[config.mk]
export PLATFORM = sky130hd
export DESIGN_NAME = gpio_bank_irq
export DESIGN_NICKNAME = d
export VERILOG_FILES = /design/src/rtl/gpio_bank_pkg.sv /design/src/rtl/gpio_cfg_regs.sv /design/src/rtl/gpio_in_sync.sv /design/src/rtl/gpio_irq_merge.sv /design/src/rtl/gpio_bank_irq.sv
export SDC_FILE = /design/constraint.sdc
export NUM_CORES = 1
export LEC_CHECK = 0
export ABC_CLOCK_PERIOD_IN_PS = 2100
export CORE_MARGIN = 10
export CORE_UTILIZATION = 47
export DETAILED_ROUTE_END_ITERATION = 6
export PLACE_DENSITY = 0.79
export SLEW_MARGIN = 20
export SYNTH_ARGS = -nofsm -noshare
export SYNTH_HDL_FRONTEND = slang
export SYNTH_SLANG_ARGS = --single-unit
[constraint.sdc]
create_clock -name clk -period 2.1 [get_ports clk]
set_clock_uncertainty 0.15 [all_clocks]
set_input_delay 0.315 -clock clk [delete_from_list [all_inputs] [get_ports clk]]
set_output_delay 0.315 -clock clk [all_outputs]
set_load 0.05 [all_outputs]
[src/rtl/gpio_bank_pkg.sv]
// Shared register addresses and widths of the GPIO bank.
// Assumes a 3-bit register address.
package gpio_bank_pkg;
    localparam int CTRL_W = 2;
    localparam int ADDR_W = 3;
    localparam logic [CTRL_W-1:0] CTRL_RESET = 2'b10;

    typedef enum logic [ADDR_W-1:0] {
        A_CTRL = 3'd0,
        A_DIR  = 3'd1,
        A_OUT  = 3'd2,
        A_PINS = 3'd3,
        A_MASK = 3'd4
    } reg_addr_e;
endpackage

[src/rtl/gpio_cfg_regs.sv]
// Control, direction, output and mask registers.
// Assumes: the control register is always writable. The other registers
// clear while the soft reset bit is held and update only while the
// clock enable bit is set.
module gpio_cfg_regs
    import gpio_bank_pkg::*;
#(
    parameter int N_PINS   = 16,
    parameter int N_SHARED = 8
) (
    input  logic                clk,
    input  logic                rst_n,
    input  logic                wr_en,
    input  logic [ADDR_W-1:0]   addr,
    input  logic [N_PINS-1:0]   wdata,
    output logic [CTRL_W-1:0]   ctrl_q,
    output logic [N_PINS-1:0]   dir_q,
    output logic [N_PINS-1:0]   out_q,
    output logic [N_SHARED-1:0] mask_q
);
    logic clk_on;
    logic held;

    assign clk_on = ctrl_q[0];
    assign held   = ctrl_q[1];

    // Control register: reset to the low-power code, then written freely.
    always_ff @(posedge clk) begin
        if (!rst_n)
            ctrl_q <= CTRL_RESET;
        else if (wr_en && addr == A_CTRL)
            ctrl_q <= wdata[CTRL_W-1:0];
    end

    // Pin configuration: cleared under soft reset, written only with clock on.
    always_ff @(posedge clk) begin
        if (!rst_n || held) begin
            dir_q  <= '0;
            out_q  <= '0;
            mask_q <= '0;
        end else if (clk_on && wr_en) begin
            if (addr == A_DIR)  dir_q  <= wdata;
            if (addr == A_OUT)  out_q  <= wdata;
            if (addr == A_MASK) mask_q <= wdata[N_SHARED-1:0];
        end
    end


    held_clears_chk: assert property (@(posedge clk) disable iff (!rst_n)
        held |=> (dir_q == '0 && out_q == '0 && mask_q == '0));


    stopped_holds_chk: assert property (@(posedge clk) disable iff (!rst_n)
        (!clk_on && !held) |=> ($stable(dir_q) && $stable(out_q) && $stable(mask_q)));
endmodule

[src/rtl/gpio_in_sync.sv]
// Two-flop synchronizer for each pad input.
// Assumes: clear has priority, and the flops hold their value while
// run is low.
module gpio_in_sync #(
    parameter int N_PINS = 16
) (
    input  logic              clk,
    input  logic              rst_n,
    input  logic              run,
    input  logic              clear,
    input  logic [N_PINS-1:0] pad_in,
    output logic [N_PINS-1:0] pin_q
);
    logic [N_PINS-1:0] stage1;

    for (genvar i = 0; i < N_PINS; i++) begin : g_pin
        // Two-stage capture of pad i, frozen when the clock gate is off.
        always_ff @(posedge clk) begin
            if (!rst_n || clear) begin
                stage1[i] <= 1'b0;
                pin_q[i]  <= 1'b0;
            end else if (run) begin
                stage1[i] <= pad_in[i];
                pin_q[i]  <= stage1[i];
            end
        end
    end


    frozen_chk: assert property (@(posedge clk) disable iff (!rst_n)
        (!run && !clear) |=> $stable(pin_q));


    second_stage_chk: assert property (@(posedge clk) disable iff (!rst_n)
        (run && !clear) |=> (pin_q == $past(stage1)));
endmodule

[src/rtl/gpio_irq_merge.sv]
// Interrupt outputs: one line per lower pin, plus one merged request
// for the upper pins, each upper pin ANDed with its mask bit.
// Assumes the inputs are already synchronized.
module gpio_irq_merge #(
    parameter int N_DIRECT = 8,
    parameter int N_SHARED = 8
) (
    input  logic [N_DIRECT-1:0] direct_pins,
    input  logic [N_SHARED-1:0] shared_pins,
    input  logic [N_SHARED-1:0] mask,
    output logic [N_DIRECT:0]   irq
);
    logic [N_SHARED-1:0] hits;

    for (genvar j = 0; j < N_SHARED; j++) begin : g_hit
        assign hits[j] = shared_pins[j] & mask[j];
    end

    // Lower pins pass straight through; upper hits reduce to one line.
    always_comb begin
        irq[N_DIRECT-1:0] = direct_pins;
        irq[N_DIRECT]     = |hits;
    end
endmodule

[src/rtl/gpio_bank_irq.sv]
// Top of the GPIO bank: register port, pad drivers, synchronizer and
// interrupt merge.
// Assumes: reads are combinational, and pins N_DIRECT and up share one
// request line.
module gpio_bank_irq
    import gpio_bank_pkg::*;
#(
    parameter int N_PINS   = 16,
    parameter int N_DIRECT = 8
) (
    input  logic                clk,
    input  logic                rst_n,
    input  logic                wr_en,
    input  logic [ADDR_W-1:0]   addr,
    input  logic [N_PINS-1:0]   wdata,
    output logic [N_PINS-1:0]   rd_data,
    input  logic [N_PINS-1:0]   pad_in,
    output logic [N_PINS-1:0]   pad_out,
    output logic [N_PINS-1:0]   pad_oe,
    output logic [N_DIRECT:0]   irq
);
    localparam int N_SHARED = N_PINS - N_DIRECT;

    logic [CTRL_W-1:0]   ctrl_q;
    logic [N_PINS-1:0]   dir_q;
    logic [N_PINS-1:0]   out_q;
    logic [N_SHARED-1:0] mask_q;
    logic [N_PINS-1:0]   pin_q;

    gpio_cfg_regs #(.N_PINS(N_PINS), .N_SHARED(N_SHARED)) u_regs (
        .clk(clk), .rst_n(rst_n), .wr_en(wr_en), .addr(addr), .wdata(wdata),
        .ctrl_q(ctrl_q), .dir_q(dir_q), .out_q(out_q), .mask_q(mask_q)
    );

    gpio_in_sync #(.N_PINS(N_PINS)) u_sync (
        .clk(clk), .rst_n(rst_n), .run(ctrl_q[0]), .clear(ctrl_q[1]),
        .pad_in(pad_in), .pin_q(pin_q)
    );

    gpio_irq_merge #(.N_DIRECT(N_DIRECT), .N_SHARED(N_SHARED)) u_irq (
        .direct_pins(pin_q[N_DIRECT-1:0]), .shared_pins(pin_q[N_PINS-1:N_DIRECT]),
        .mask(mask_q), .irq(irq)
    );

    assign pad_out = out_q;
    assign pad_oe  = dir_q;

    // Read mux over the register map; unmapped addresses read zero.
    always_comb begin
        case (reg_addr_e'(addr))
            A_CTRL:  rd_data = {{(N_PINS-CTRL_W){1'b0}}, ctrl_q};
            A_DIR:   rd_data = dir_q;
            A_OUT:   rd_data = out_q;
            A_PINS:  rd_data = pin_q;
            A_MASK:  rd_data = {{(N_PINS-N_SHARED){1'b0}}, mask_q};
            default: rd_data = '0;
        endcase
    end


    merged_needs_mask_chk: assert property (@(posedge clk) disable iff (!rst_n)
        irq[N_DIRECT] |-> (mask_q != '0));


    held_quiet_chk: assert property (@(posedge clk) disable iff (!rst_n)
        ctrl_q[1] |=> (irq == '0));
endmodule

Word level (Yosys, flattened, before mapping)
Cells that the tools add are included.

storage, ports and cells
  output and inout bits = 57
  bits of input ports = 38
  register bits = 74

operators by class
  reductions and logical operators = 9
  equal/unequal tests = 4
  mux-type cells = 1
  bitwise logic cells = 8

operators by type and width
  cell                  number
  $pmux W16 S5          1
  $and A1 B1 Y1         8
  $reduce_or A8 Y1      1
  $eq A3 B2 Y1 const B  2
  $reduce_and A2 Y1     3
  $eq A3 B1 Y1 const B  1
  $eq A3 B3 Y1 const B  1
  $logic_not A3 Y1      1
  $logic_and A1 B1 Y1   2
  $logic_not A1 Y1      1
  $logic_or A1 B1 Y1    1

Longest topological paths before layout
  word-level depth = 2
  mapped depth = 6
  mapped depth without buffers = 3

By module
Synthesis repeated with hierarchy kept, for this count alone.

unflattened totals
  cell total of the unflattened synthesis = 340
  area, all modules = 3354.5 µm²

by module, submodules not included
  module          area each (µm²)  times used  cells an instance
  gpio_cfg_regs   1584.0           1           159
  gpio_in_sync    1173.6           1           104
  gpio_bank_irq   500.5            1           64
  gpio_irq_merge  96.3             1           13

Least setup slack after synthesis
OpenSTA, ideal clock, no wires.

  kind = input -> output
  from = input addr[1]
  to = output rd_data[6]
  path buffers = 2
  path slack = -481 ps
  arrival = 2116 ps
  cell stages on the path = 5
  cell sequence = buf_4 -> and2b_4 -> clkbuf_1 -> a22oi_1 -> o21ai_0

between the ends
  cells in the longest elaborated chain, start to end = 2
  elaborated cells between the ends (all ways) = 6
  those cells by class = eq/ne (4); mux (1); reduce/logical (1)

RTL lines
  what                                        RTL line             RTL
  start: declaration                          gpio_bank_irq.sv:14  input logic [ADDR_W-1:0] addr,
  $eq A3 B3 Y1, or another cell as far along  gpio_bank_irq.sv:50  case (reg_addr_e'(addr))
  $pmux W16 S5 *                              gpio_bank_irq.sv:50
  end: declaration                            gpio_bank_irq.sv:16  output logic [N_PINS-1:0] rd_data,

Every way passes the cells marked *; elsewhere a longest branch is shown, timed or not.

Worst setup path in the final report
  from = register u_sync.pin_q[7]
  to = output irq[7]

RTL lines
  what                              RTL line             RTL
  start: declaration                gpio_in_sync.sv:12   output logic [N_PINS-1:0] pin_q
  start signal: indexed assignment  gpio_in_sync.sv:24   pin_q[i] <= stage1[i];
  end: declaration                  gpio_bank_irq.sv:20  output logic [N_DIRECT:0] irq

No word-level cell between the ends.

==> results.ini <==
[timing]
slew_headroom_pct=63.4
final-max-slew-violation-count=0
finalCriticalPeriod_ns=2.07
fin_hold_ws_ns=0.326
hold_viol=0
fmax_ghz=0.484
final.period_utilization_pct=98.4
rsz0062_at_grt=false
finalSetupViolCount=0
tightest_slew_ns=0.547

[final_layout]
final_nets=476
final_common_cell=mux2i_1
syn_to_final_growth_pct=47.3
mostFrequentLayoutCells=mux2i_1 (78), clkdlybuf4s50_1 (74), dfxtp_1 (73)
fillers=520
n_antenna_cell=0
final_layout_size_suffix_gt1_share_pct=20.6

[critical_path]
critical_path.cell_chain=clkdlybuf4s50_1
slowest_delay_ns=0.84
end_kind=output pin
path_class=flop to output pin
crit_fanout=3
crit_family=buffers and inverters
start_kind=flop
crit_buf_inv=1
critPathArrivalTime_ns=1.60
cp_data_required_time_ns=1.63
slowest_stage=clkdlybuf4s50_1
reg2reg_from=u_regs.ctrl_q[0]
crit_start=u_sync.pin_q[7]

[synthesis]
synthCells=345
avgSynthCellArea_um2=9.57
synth_area_um2=3300
ys_ff_latch=74
synth_nets=383
ys_warn_count=0
ys_types=23
ys_seq_area_share_pct=44.9

[clock_tree]
cts_setup_buffers=0
clock-sinks=74
cts_hold_buf=0
clkLatencyLatePin_ns=0.35
cts_root_buf=clkbuf_8
cts_buffer_depth=2
cts_tree=done
numCtsBuffers=9
clkTransAtPathRegs_ns=0.07
htreeDepth=3

[run_status]
status=completed

[floorplanning]
start_util_pct=48.6
die_y_um=104
dieArea_um2=10800
die_w_um=104
num_rows=30
ios=95
core_region_area_um2=6790

[power]
seqPwrFrac_pct=52.2
p_comb_share_pct=7.7
peakVddDrop_v=0.000360
p_clk_share_pct=40.1
swShare_pct=22.2
power_density_nw_per_um2=554
power_switching_uw=598
p_leak_nw=1.78
p_int_mw=2.09
finalPower_mw=2.69

[place]
portBuffers=94
dp_hpwl_um=7080
place.gp.congestion=0.795

[min_path]
worst_hold_path_type=flop to flop
holdCritStartpoint=u_regs.dir_q[2]

[global_routing]
track_usage_pct=17.3
first_global_vias=2825
overflow=0
grt_pass1_wl_um=15200
grt_max_degree=57
antenna_found_initial=0

[flow_run]
max-cap-violations=0

[routing]
via_count=2827
drcViolationCount=0
wirelength_um=9680
drt_iter0_drc=140
detail-route-antenna-nets=0
drt-pass1-iter-count=4
viasPerCell=5.25
wire_per_inst_um=18.0

==> power groups by stage <==
| stage | logic (mW) | registers [mW] | clock network, mW |
|---|---|---|---|
| finish | 0.207 | 1.40 | 1.08 |
| CTS | 0.205 | 1.40 | 1.09 |
| floorplan | 0.0717 | 1.44 | 0 |
| global placement | 0.194 | 1.44 | 0 |
| detailed placement | 0.196 | 1.44 | 0 |
| global route | 0.218 | 1.40 | 1.14 |
==> final timing paths <==
kind              cells past startpoint              end  slack (ns)
setup / recovery                      1           irq[7]        0.03
hold / removal                        2  u_regs.dir_q[2]        0.33
setup reg to reg                      4  u_regs.dir_q[7]        0.58
hold reg to reg                       2  u_regs.dir_q[2]        0.33
==> state kept, by name, indices dropped and copies added, names as in the netlist <==
register / cells
u_sync.stage1: 16
u_sync.pin_q: 16
u_regs.ctrl_q: 2
u_regs.mask_q: 8
u_regs.dir_q: 16
u_regs.out_q: 16
==> synth_stat cells <==
cell	count	area, um^2
dfxtp_1	74	1480
clkbuf_1	9	33.8
o21ai_0	10	50.1
and2b_4	1	10.0
nor2_1	40	150
mux2_2	14	158
or3b_1	1	8.76
nand4_1	1	6.26
a22oi_1	18	135
nand2b_1	1	6.26
nor2b_1	2	12.5
mux2i_1	78	781
buf_6	2	22.5
nor3b_2	1	12.5
buf_4	10	75.1
nand3b_1	2	15.0
buf_1	5	18.8
nand2_1	64	240
o21a_1	2	15.0
nand3_2	1	10.0
buf_2	7	35.0
nor4b_1	1	8.76
nor4b_2	1	15.0
==> cells by family (layout without fill, tap and decap cells) <==
logic type,Yosys count,count (layout),share of synthesized area [%]
simple gates,116,116,15.0
compound gates,30,30,6.07
mux,92,92,28.4
buf+inv,33,130,5.61
flops,74,74,44.9
==> metrics by stage <==
step	setup WS (ns)	util (%)	cell area, um^2	cells	TNS [ns]
6_report	0.0330	71.5	4860	538	0
5_1_grt	0.00923	71.5	4860	538	0
4_1_cts	0.0194	71.3	4850	538	0
2_1_floorplan	0.144	-	3340	345	0
3_5_place_dp	-0.232	68.0	4620	522	-4.94
3_3_place_gp	-0.165	68.0	4620	522	-4.33
==> cell type report <==
type                            instances  area [um^2]  share of cell area, %
Tap cell                               96          120                   2.47
Timing Repair Buffer                  115         1360                   28.0
Sequential cell                        74         1480                   30.5
Clock inverter                          5         55.1                   1.13
Clock buffer                           10          138                   2.83
Multi-Input combinational cell        238         1710                   35.1
==> timing repair <==
| action | in CTS | in global routing |
|---|---|---|
| pin swaps | 0 | 0 |
| endpoints found under the setup margin | 16 | 7 |
| gates resized for setup | 6 | 3 |
| hold endpoints to repair | 0 | 0 |
| gates cloned | 1 | 0 |
==> routing by layer <==
layer | GRT usage (%) | wire length [um] | vias up
li1 | - | - | 1357
met4 | 8.25 | 206 | 0
met2 | 27.8 | 4770 | 90
met5 | 0 | 0 | -
met1 | 20.6 | 3960 | 1363
met3 | 5.27 | 741 | 17
Power figures use the tool's default switching activity.
